### src/rtl/arm_pkg.sv
// Package: shared types and defaults for the arbitration-loss recovery monitor.
// Assumes: nothing beyond IEEE 1800-2017 packages.
package arm_pkg;
    // State of the post-request timing window.
    typedef enum logic {
        WIN_IDLE = 1'b0,
        WIN_RUN  = 1'b1
    } win_state_t;

    // Bus events decoded from the synchronized lines.
    typedef struct packed {
        logic start_seen;
        logic stop_seen;
    } bus_evt_t;

    // Bit periods in one check window.
    localparam int unsigned WIN_BITS = 3;
endpackage

### src/rtl/arm_sync.sv
// Module: arm_sync
// Multi-stage synchronizer for a vector of asynchronous inputs.
// Assumes: the idle level of each line is 1 (I2C pull-ups), so every stage resets to 1.
module arm_sync #(
    parameter int unsigned W      = 2,
    parameter int unsigned STAGES = 2
) (
    input  logic         clk,
    input  logic         rst_n,
    input  logic [W-1:0] d_in,
    output logic [W-1:0] d_out
);
    logic [W-1:0] stage_q [STAGES];

    genvar s;
    generate
        for (s = 0; s < STAGES; s++) begin : g_stage
            if (s == 0) begin : g_first
                // First capture stage of the asynchronous lines.
                always_ff @(posedge clk) begin
                    if (!rst_n) stage_q[0] <= '1;
                    else        stage_q[0] <= d_in;
                end
            end else begin : g_next
                // Further stage that settles metastability.
                always_ff @(posedge clk) begin
                    if (!rst_n) stage_q[s] <= '1;
                    else        stage_q[s] <= stage_q[s-1];
                end
            end
        end
    endgenerate

    assign d_out = stage_q[STAGES-1];
endmodule

### src/rtl/arm_bus_watch.sv
// Module: arm_bus_watch
// Decodes start and stop conditions from synchronized SCL/SDA and holds the bus-busy flag.
// Assumes: inputs are already synchronized to clk and idle high after reset.
module arm_bus_watch
    import arm_pkg::*;
(
    input  logic     clk,
    input  logic     rst_n,
    input  logic     scl_s,
    input  logic     sda_s,
    output bus_evt_t evt,
    output logic     busy
);
    logic sda_d;

    // Remember the previous SDA level for edge detection.
    always_ff @(posedge clk) begin
        if (!rst_n) sda_d <= 1'b1;
        else        sda_d <= sda_s;
    end

    // A start is SDA falling with SCL high; a stop is SDA rising with SCL high.
    always_comb begin
        evt.start_seen = scl_s &  sda_d & ~sda_s;
        evt.stop_seen  = scl_s & ~sda_d &  sda_s;
    end

    // Bus ownership: set on a start, cleared on a stop.
    always_ff @(posedge clk) begin
        if (!rst_n)              busy <= 1'b0;
        else if (evt.start_seen) busy <= 1'b1;
        else if (evt.stop_seen)  busy <= 1'b0;
    end
endmodule

### src/rtl/arm_window.sv
// Module: arm_window
// Down-counter that times the check window after an accepted start request.
// Assumes: load_val is at least 1. A load while running restarts the count.
// The cancel input ends the window with no expiry.
module arm_window
    import arm_pkg::*;
#(
    parameter int unsigned CW = 18
) (
    input  logic          clk,
    input  logic          rst_n,
    input  logic          load,
    input  logic [CW-1:0] load_val,
    input  logic          cancel,
    output logic          expire,
    output logic          running
);
    win_state_t    st_q;
    logic [CW-1:0] cnt_q;
    logic          last_cyc;

    assign last_cyc = (cnt_q == CW'(1));
    assign running  = (st_q == WIN_RUN);
    // The window closes only if it is neither restarted nor cancelled in its last cycle.
    assign expire   = running & last_cyc & ~load & ~cancel;

    // Window state and count: load wins, then cancel, then the final cycle, then count down.
    always_ff @(posedge clk) begin
        if (!rst_n) begin
            st_q  <= WIN_IDLE;
            cnt_q <= '0;
        end else if (load) begin
            st_q  <= WIN_RUN;
            cnt_q <= load_val;
        end else if (running) begin
            if (cancel || last_cyc) begin
                st_q <= WIN_IDLE;
            end else begin
                cnt_q <= cnt_q - CW'(1);
            end
        end
    end
endmodule

### src/rtl/arm_recover.sv
// Module: arm_recover
// Decides on recovery at window expiry, holds the sticky flag and interrupt,
// and locks out start requests until software enables the interface again.
// Assumes: arb_lost and en_in are synchronous to clk.
module arm_recover (
    input  logic clk,
    input  logic rst_n,
    input  logic en_in,
    input  logic start_req,
    input  logic arb_lost,
    input  logic expire,
    input  logic clr_flag,
    output logic accept,
    output logic en_clear,
    output logic rec_flag,
    output logic rec_irq
);
    logic locked_q;
    logic en_d;
    logic fire;
    logic en_rise;

    assign fire    = expire & arb_lost;
    assign en_rise = en_in & ~en_d;
    assign accept  = start_req & en_in & ~locked_q;

    // Previous enable level, used to see software re-enabling the interface.
    always_ff @(posedge clk) begin
        if (!rst_n) en_d <= 1'b0;
        else        en_d <= en_in;
    end

    // One-cycle forced enable-clear when the failure combination is found.
    always_ff @(posedge clk) begin
        if (!rst_n) en_clear <= 1'b0;
        else        en_clear <= fire;
    end

    // Sticky recovery flag: a recovery beats a software clear on the same edge.
    always_ff @(posedge clk) begin
        if (!rst_n)        rec_flag <= 1'b0;
        else if (fire)     rec_flag <= 1'b1;
        else if (clr_flag) rec_flag <= 1'b0;
    end

    // Interrupt line: same set and clear rules as the flag.
    always_ff @(posedge clk) begin
        if (!rst_n)        rec_irq <= 1'b0;
        else if (fire)     rec_irq <= 1'b1;
        else if (clr_flag) rec_irq <= 1'b0;
    end

    // Start lockout after recovery, released by a rising enable.
    always_ff @(posedge clk) begin
        if (!rst_n)       locked_q <= 1'b0;
        else if (fire)    locked_q <= 1'b1;
        else if (en_rise) locked_q <= 1'b0;
    end
endmodule

### src/rtl/arb_recover_mon.sv
// Module: arb_recover_mon (top)
// Watches an I2C bus and a master's status. After a start request it times
// WIN_BITS bit periods, then forces a reinitialization if arbitration was
// lost while the bus still looked idle.
// Assumes: bit_period is in system clocks and is held stable during a window.
module arb_recover_mon
    import arm_pkg::*;
#(
    parameter int unsigned PW          = 16,
    parameter int unsigned SYNC_STAGES = 2
) (
    input  logic          clk,
    input  logic          rst_n,
    input  logic          scl_in,
    input  logic          sda_in,
    input  logic          en_in,
    input  logic          start_req,
    input  logic          arb_lost,
    input  logic [PW-1:0] bit_period,
    input  logic          clr_flag,
    output logic          en_clear,
    output logic          rec_flag,
    output logic          rec_irq,
    output logic          bus_busy
);
    localparam int unsigned CW = PW + $clog2(WIN_BITS + 1);

    logic [1:0]    lines_s;
    bus_evt_t      evt;
    logic          accept;
    logic          expire;
    logic          running;
    logic [CW-1:0] period_eff;
    logic [CW-1:0] win_len;

    // Window length: WIN_BITS times the bit period, with a zero period taken as one.
    always_comb begin
        period_eff = (bit_period == '0) ? CW'(1) : CW'(bit_period);
        win_len    = CW'(period_eff * CW'(WIN_BITS));
    end

    arm_sync #(.W(2), .STAGES(SYNC_STAGES)) u_sync (
        .clk   (clk),
        .rst_n (rst_n),
        .d_in  ({scl_in, sda_in}),
        .d_out (lines_s)
    );

    arm_bus_watch u_bus (
        .clk   (clk),
        .rst_n (rst_n),
        .scl_s (lines_s[1]),
        .sda_s (lines_s[0]),
        .evt   (evt),
        .busy  (bus_busy)
    );

    arm_window #(.CW(CW)) u_win (
        .clk      (clk),
        .rst_n    (rst_n),
        .load     (accept),
        .load_val (win_len),
        .cancel   (bus_busy),
        .expire   (expire),
        .running  (running)
    );

    arm_recover u_rec (
        .clk       (clk),
        .rst_n     (rst_n),
        .en_in     (en_in),
        .start_req (start_req),
        .arb_lost  (arb_lost),
        .expire    (expire),
        .clr_flag  (clr_flag),
        .accept    (accept),
        .en_clear  (en_clear),
        .rec_flag  (rec_flag),
        .rec_irq   (rec_irq)
    );
endmodule

### config.mk
export PLATFORM = sky130hd
export DESIGN_NAME = arb_recover_mon
export DESIGN_NICKNAME = d
export VERILOG_FILES = /design/src/rtl/arm_pkg.sv /design/src/rtl/arm_sync.sv /design/src/rtl/arm_bus_watch.sv /design/src/rtl/arm_window.sv /design/src/rtl/arm_recover.sv /design/src/rtl/arb_recover_mon.sv
export SDC_FILE = /design/constraint.sdc
export NUM_CORES = 1
export LEC_CHECK = 0
export ABC_CLOCK_PERIOD_IN_PS = 3450
export BUFFER_PORTS_ARGS = -buffer_cell sky130_fd_sc_hd__buf_2
export CAP_MARGIN = 20
export CORE_UTILIZATION = 42
export CTS_CLUSTER_SIZE = 12
export DETAILED_ROUTE_END_ITERATION = 7
export GPL_TIMING_DRIVEN = 1
export MAX_ROUTING_LAYER = met4
export PLACE_DENSITY_LB_ADDON = 0.25
export SLEW_MARGIN = 20
export SYNTH_ARGS = -nofsm -noshare
export SYNTH_HDL_FRONTEND = slang
export SYNTH_SLANG_ARGS = --single-unit
### constraint.sdc
create_clock -name clk -period 3.45 [get_ports clk]
set_input_delay 0.69 -clock clk [delete_from_list [all_inputs] [get_ports clk]]
set_output_delay 0.69 -clock clk [all_outputs]
set_load 0.01 [all_outputs]
==> results.cfg, run 1 <==
[status]
outcome = completed

[synthesis]
synth.most_common_cell = sky130_fd_sc_hd__nor2_1
synth.area.top_cells = sky130_fd_sc_hd__dfxtp_1 24%, sky130_fd_sc_hd__ha_1 13%, sky130_fd_sc_hd__nor2_1 5.9%, sky130_fd_sc_hd__xnor2_1 5.1%, sky130_fd_sc_hd__nand2_1 3.9%
synthDistinctLibCells = 57
syn_area_um2 = 2410
synth-edff-count = 0
ys.flop_type = sky130_fd_sc_hd__dfxtp_1
syn-mean-instance-area_um2 = 7.79
post_synthesis_sequential_element_count = 29
synth-async-reset-ratio = 0
yosysSeqAreaShare = 0.241
synth_cells = 310
synth_largest_area_cell = sky130_fd_sc_hd__dfxtp_1
post_synth_most_frequent_cells = 38 x sky130_fd_sc_hd__nor2_1, 29 x sky130_fd_sc_hd__dfxtp_1, 25 x sky130_fd_sc_hd__ha_1, 25 x sky130_fd_sc_hd__nand2_1, 22 x sky130_fd_sc_hd__inv_1
post-synth-top-area-fraction = 0.241
mappedNetlistNets = 360
ys_warn_count = 0

[sta]
setup_violations = 0
final-hold-violation-count = 0
part_of_the_cycle_the_worst_path_needs = 0.933
setup_slack_ps = 232
holdWs_ps = 405
clock-skew-final_ps = 2.04
maxSlewHeadroom = 0.634
sum_of_negative_setup_slack_ps = 0
achievable-frequency_mhz = 311
period_needed_ps = 3220
setup_repair_after_global_routing_missed_its_margin = false
finalMaxSlewViolations = 0
timing_worst_slew_pin_value_ps = 546

[pwr]
design_power_total_mw = 1.09
cellLeakagePower_nw = 1.25
power.density_nw_per_um2 = 386
power.ir.vdd_worst_mv = 0.259

[clocking]
cts-resized-gates = 0
tritoncts.num_buffers = 5
clock_sink_count = 29
clk_root_buffer_cell = sky130_fd_sc_hd__clkbuf_8
worst_skew_pair.late_latency_ps = 280
cts_hold_bufs = 0
cts_setup_buffers = 0
clock_tree.buffer_depth = 2
cts_tree = built
htree_num_levels = 2
clk_pin_slew_worst_paths_ps = 60

[place]
post-place-cells = 412
preCtsSetupSlack_ps = -51.0
hpwl_um = 4170
io_buffers = 27
gpl.final_weighted_congestion = 0.824

[setup_path]
worst_ep_required_time_ps = 3660
reg2reg_depth = 6
data_arrival_critical_path_ps = 3430
timing.setup.critical_path_class = in -> reg
regToRegStartpoint = u_win.cnt_q[0]
setup.worst_path.start = bit_period[10]
regToRegEndpoint = u_win.cnt_q[17]
timing.critical_path.fanout_max = 9
setup.worst_path.end_class = register
critical_path.startpoint_type = input pin
r2r_slack_ps = 1020

[global_routing]
grt_antenna_before_repair = 0
use_met3 = 0.0318
global_route_wire_length_before_repair_um = 9090
grtUsageMet2 = 0.302
grt-busiest-layer = met2
grtUsageMet1 = 0.252
grt.overflow.total = 0
grt_pass1_vias = 2059
grt_max_degree = 24
grt_use_total = 0.193

[cells_and_area]
layout.filler_cells = 536
final_cells = 420
insertedDiodeCount = 0
final_net_count = 397
drive_gt1_frac = 0.172
synthToLayoutAreaGrowth_pct = 17.2

[worst_hold_path]
hp-start = u_sync.stage_q[0][0]
timing.hold.worst.class = reg -> reg
holdPathStages = 1
min_delay_worst_endpoint = u_sync.stage_q[1][0]

[die]
core_um2 = 5510
die_width_um = 77.8
top_level_ports = 28
rows = 27
design.die.area_um2 = 6050
die_y_um = 77.8
initial_core_util = 0.438

[flow_run]
max-cap-violations = 0

[routing]
drt-wirelength-per-cell_um = 12.5
wl_um = 5240
post_detailed_route_count_of_antenna_violating_nets = 0
routed-via-count = 2261
drc = 0
drt-vias-per-instance = 5.38
drt_iter0_markers = 179
dr.pass1.iters = 4
==> where the power goes <==
part | switching [mW] | internal [mW]
combinational | 0.188 | 0.156
sequential | 0.0255 | 0.363
clock | 0.125 | 0.235
==> cell families after synthesis <==
kind of cell,synth area share
simple gates,0.266
compound gates,0.226
buf+inv,0.0560
xor+xnor,0.0689
flops,0.241
fa+ha+maj,0.138
mux,0.00415
==> layer usage <==
| layer | vias up | share of wire |
|---|---|---|
| met5 | - | 0 |
| met1 | 1025 | 0.51 |
| met4 | 0 | 0.014 |
| li1 | 1187 | - |
| met2 | 42 | 0.44 |
| met3 | 7 | 0.035 |
==> layout by cell type, fill, tap and decap left out, drive strengths merged, types with 5 or more instances in the layout <==
cell    instances
buf            43
ha             25
nand4           6
o21a            7
nand2b          6
nor2b           7
dfxtp          29
clkbuf          7
nor3           13
nand2          25
nor2           38
inv            22
or4             6
xor2            5
o21ai          10
a211oi          6
a21oi          18
xnor2          14
==> metrics by stage <==
stage                     instance area [µm²]  utilization
after floorplan                          2420            -
after global routing                     2830        0.514
after detailed placement                 2710        0.492
after global placement                   2710        0.492
after CTS                                2830        0.514
final                                    2830        0.514
==> flip-flops by register name, summed over array words and instances, names as in the netlist <==
signal	count
u_bus.busy	1
u_bus.sda_d	1
u_rec.en_clear	1
u_rec.en_d	1
u_rec.locked_q	1
u_rec.rec_flag	1
u_sync.stage_q	4
u_win.cnt_q	18
u_win.running	1
==> final cells by class <==
cell class,instances,area (µm²),share of cell area
multi-input combinational,246,1700,0.602
clock inverter,1,30.0,0.0106
inverter,22,82.6,0.0292
tap,72,90.1,0.0319
timing repair buffer,43,255,0.0903
clock buffer,7,86.3,0.0305
sequential,29,581,0.205
==> worst max-delay path by stage <==
stage / end / slack (ps) / depth (start not counted)
finish: u_win.cnt_q[17] / 230 / 15
global route: u_win.cnt_q[17] / 30 / 15
CTS: u_win.cnt_q[17] / 230 / 15
detailed placement: u_win.cnt_q[17] / -50 / 15
global placement: u_win.cnt_q[17] / 30 / 15
floorplan: u_win.cnt_q[17] / 30 / 13
==> critical path, stage by stage <==
cell	delay, ps
sky130_fd_sc_hd__buf_2	90
sky130_fd_sc_hd__inv_1	50
sky130_fd_sc_hd__ha_1	190
sky130_fd_sc_hd__nand4_1	100
sky130_fd_sc_hd__nor3_2	50
sky130_fd_sc_hd__buf_4	160
sky130_fd_sc_hd__nor2_1	130
sky130_fd_sc_hd__inv_1	80
sky130_fd_sc_hd__fa_1	430
sky130_fd_sc_hd__nor2b_1	160
sky130_fd_sc_hd__o31a_1	170
sky130_fd_sc_hd__o21a_1	170
sky130_fd_sc_hd__a311oi_2	110
sky130_fd_sc_hd__or4b_2	680
sky130_fd_sc_hd__a21oi_1	160
(Power assumes the default switching activity.)
==> run 2, diff against run 1 <==
--- a/config.mk
+++ b/config.mk
@@ -5,7 +5,7 @@
 export SDC_FILE = /design/constraint.sdc
 export NUM_CORES = 1
 export LEC_CHECK = 0
-export ABC_CLOCK_PERIOD_IN_PS = 3450
+export ABC_CLOCK_PERIOD_IN_PS = 2640
 export BUFFER_PORTS_ARGS = -buffer_cell sky130_fd_sc_hd__buf_2
 export CAP_MARGIN = 20
 export CORE_UTILIZATION = 42
==> constraint.sdc (replaced) <==
create_clock -name clk -period 2.64 [get_ports clk]
set_input_delay 0.528 -clock clk [delete_from_list [all_inputs] [get_ports clk]]
set_output_delay 0.528 -clock clk [all_outputs]
set_load 0.01 [all_outputs]
==> run 2 against run 1 <==
Compared with the run above:
- the run now ends with setup timing left
- clock power fell by 4%
- non-clock buffer count rose by 50
- clock skew rose by 1.8 ps
- sequential share of layout area fell by 3.8 points
- register-to-register slack got worse by 740 ps
- die area did not move
- highest routed layer unchanged
==> results.cfg, run 2 (synthesis gave the netlist of run 1 again) <==
[sta]
finalMaxSlewViolations = 0
period_needed_ps = 2750
part_of_the_cycle_the_worst_path_needs = 1.04
achievable-frequency_mhz = 364
timing_worst_slew_pin_value_ps = 564
setup_slack_ps = -109
maxSlewHeadroom = 0.623
sum_of_negative_setup_slack_ps = -281
clock-skew-final_ps = 3.80
final-hold-violation-count = 0
setup_repair_after_global_routing_missed_its_margin = true
setup_violations = 4
holdWs_ps = 409

[pwr]
portion_of_total_power_attributed_to_the_clock_network = 0.239
power.ir.vdd_worst_mv = 0.210
cell_internal_pwr_mw = 0.957
share_seq_of_total_power = 0.350
comb_power_share = 0.411
power_switching_mw = 0.494
cellLeakagePower_nw = 1.53
power.density_nw_per_um2 = 418
design_power_total_mw = 1.45
swShare = 0.340

[worst_hold_path]
timing.hold.worst.class = reg -> reg

[cells_and_area]
largest_registers_ranked_by_flip_flop_count = u_win.cnt_q: 18 flops, u_sync.stage_q: 4 flops
insertedDiodeCount = 0
largest_reg_flops = 18
layout.cells.most_common = sky130_fd_sc_hd__buf_4
layout.filler_cells = 483
mostFrequentLayoutCells = 66 x sky130_fd_sc_hd__buf_4, 35 x sky130_fd_sc_hd__nor2_1, 29 x sky130_fd_sc_hd__dfxtp_1
drive_gt1_frac = 0.367
synthToLayoutAreaGrowth_pct = 43.7
layout.area.seq_um2 = 581
final_cells = 470
utilization = 0.630
final_net_count = 447
regMostFlops = u_win.cnt_q
post-route-cell-area_um2 = 3470
multi_input_comb_area_um2 = 1890

[status]
violations_in_the_final_reports = setup timing
outcome = complete, but fails checks

[die]
die_width_um = 77.8
initial_core_util = 0.438
rows = 27
core_um2 = 5510
design.die.area_um2 = 6050
top_level_ports = 28
die_y_um = 77.8

[flow_run]
max-cap-violations = 0

[routing]
detailroute.wirelength.met3_um = 263
post_detailed_route_count_of_antenna_violating_nets = 0
wl_met2_um = 3010
routed.top_layer = met4
wl_um = 6170
routed-via-count = 2525
drc = 0
dr.pass1.iters = 4
drt-vias-per-instance = 5.37
drt_iter0_markers = 119
drt-wirelength-per-cell_um = 13.1
wirelength_met1_um = 2830

[setup_path]
cp_slowest_cell = sky130_fd_sc_hd__ha_1
critical_path.startpoint_type = input pin
worst_path_largest_cell_delay_ps = 310
timing.setup.critical_path_class = in -> reg
timing.critical_path.fanout_max = 5
worst_ep_required_time_ps = 2810
data_arrival_critical_path_ps = 2910
setup.worst_path.end_class = register
worst_path_cell_chain = buf_8, inv_4, ha_4, nand4_1, nor3_4, buf_4, nor2_2, ha_1, o21a_1, o31a_1, o21a_2, a311oi_4, nor3_1, o311a_1

[clocking]
htree_num_levels = 2
clk_pin_slew_worst_paths_ps = 60
clock_tree.buffer_depth = 2
clock_sink_count = 29
tritoncts.num_buffers = 5
clk_root_buffer_cell = sky130_fd_sc_hd__clkbuf_8
cts_tree = built
cts_hold_bufs = 0
worst_skew_pair.late_latency_ps = 280

[global_routing]
grt_antenna_before_repair = 0
global_route_wire_length_before_repair_um = 10300
grt.overflow.total = 0
grt_pass1_vias = 2376
grt_use_total = 0.219
grt_max_degree = 25

[place]
gpl.final_weighted_congestion = 0.869
hpwl_um = 4590
placedInstanceArea_um2 = 3140
post-place-cells = 447
io_buffers = 27
preCtsSetupSlack_ps = -478
## run 2: cell types whose count changed in the layout (fill, tap and decap cells not counted), moves of 5 or more
cell	change
sky130_fd_sc_hd__buf_2	-10
sky130_fd_sc_hd__buf_4	+50
sky130_fd_sc_hd__buf_6	+8
sky130_fd_sc_hd__ha_1	-8
sky130_fd_sc_hd__ha_4	+8
sky130_fd_sc_hd__inv_1	-14
sky130_fd_sc_hd__inv_2	+5
sky130_fd_sc_hd__inv_4	+5
## run 2: final timing paths
kind / startpoint / to / slack, ps / cells after the start
setup / recovery: bit_period[10] / u_win.cnt_q[13] / -110 / 14
setup reg to reg: u_win.cnt_q[0] / u_win.cnt_q[17] / 280 / 6
hold reg to reg: u_sync.stage_q[0][1] / u_sync.stage_q[1][1] / 410 / 1
hold / removal: u_sync.stage_q[0][1] / u_sync.stage_q[1][1] / 410 / 1
## run 2: worst max-delay path, delay by kind of cell
family | cells | cell delay (ps)
adders and majority gates | 2 | 430
AOI/OAI and AO/OA | 5 | 1160
and+or+nand+nor | 4 | 480
buffers and inverters | 3 | 310
## run 2: power groups by stage
stage / combinational [mW] / clock [mW] / sequential (mW)
floorplan: 0.367 / 0 / 0.509
global placement: 0.541 / 0 / 0.515
detailed placement: 0.546 / 0 / 0.516
CTS: 0.577 / 0.354 / 0.506
global route: 0.656 / 0.373 / 0.511
finish: 0.597 / 0.346 / 0.507
## run 2: area by class of cell
class / count / share of cell area
repair buffers: 93 / 0.202
multi-input cells: 246 / 0.545
well taps: 72 / 0.0260
clock inverters: 2 / 0.00289
clock buffers: 6 / 0.0209
flip-flops and latches: 29 / 0.167
inverters: 22 / 0.0361
## run 2: metal layers
metal	vias to the layer above	track usage
met5	-	-
met4	0	0.0717
met3	6	0.0318
met2	67	0.377
met1	1165	0.261
li1	1287	-
## run 2: what timing repair did
action	CTS	global route
buffers inserted	11	4
gates resized for setup	23	9
setup endpoints to repair	7	8
pin swaps	5	7
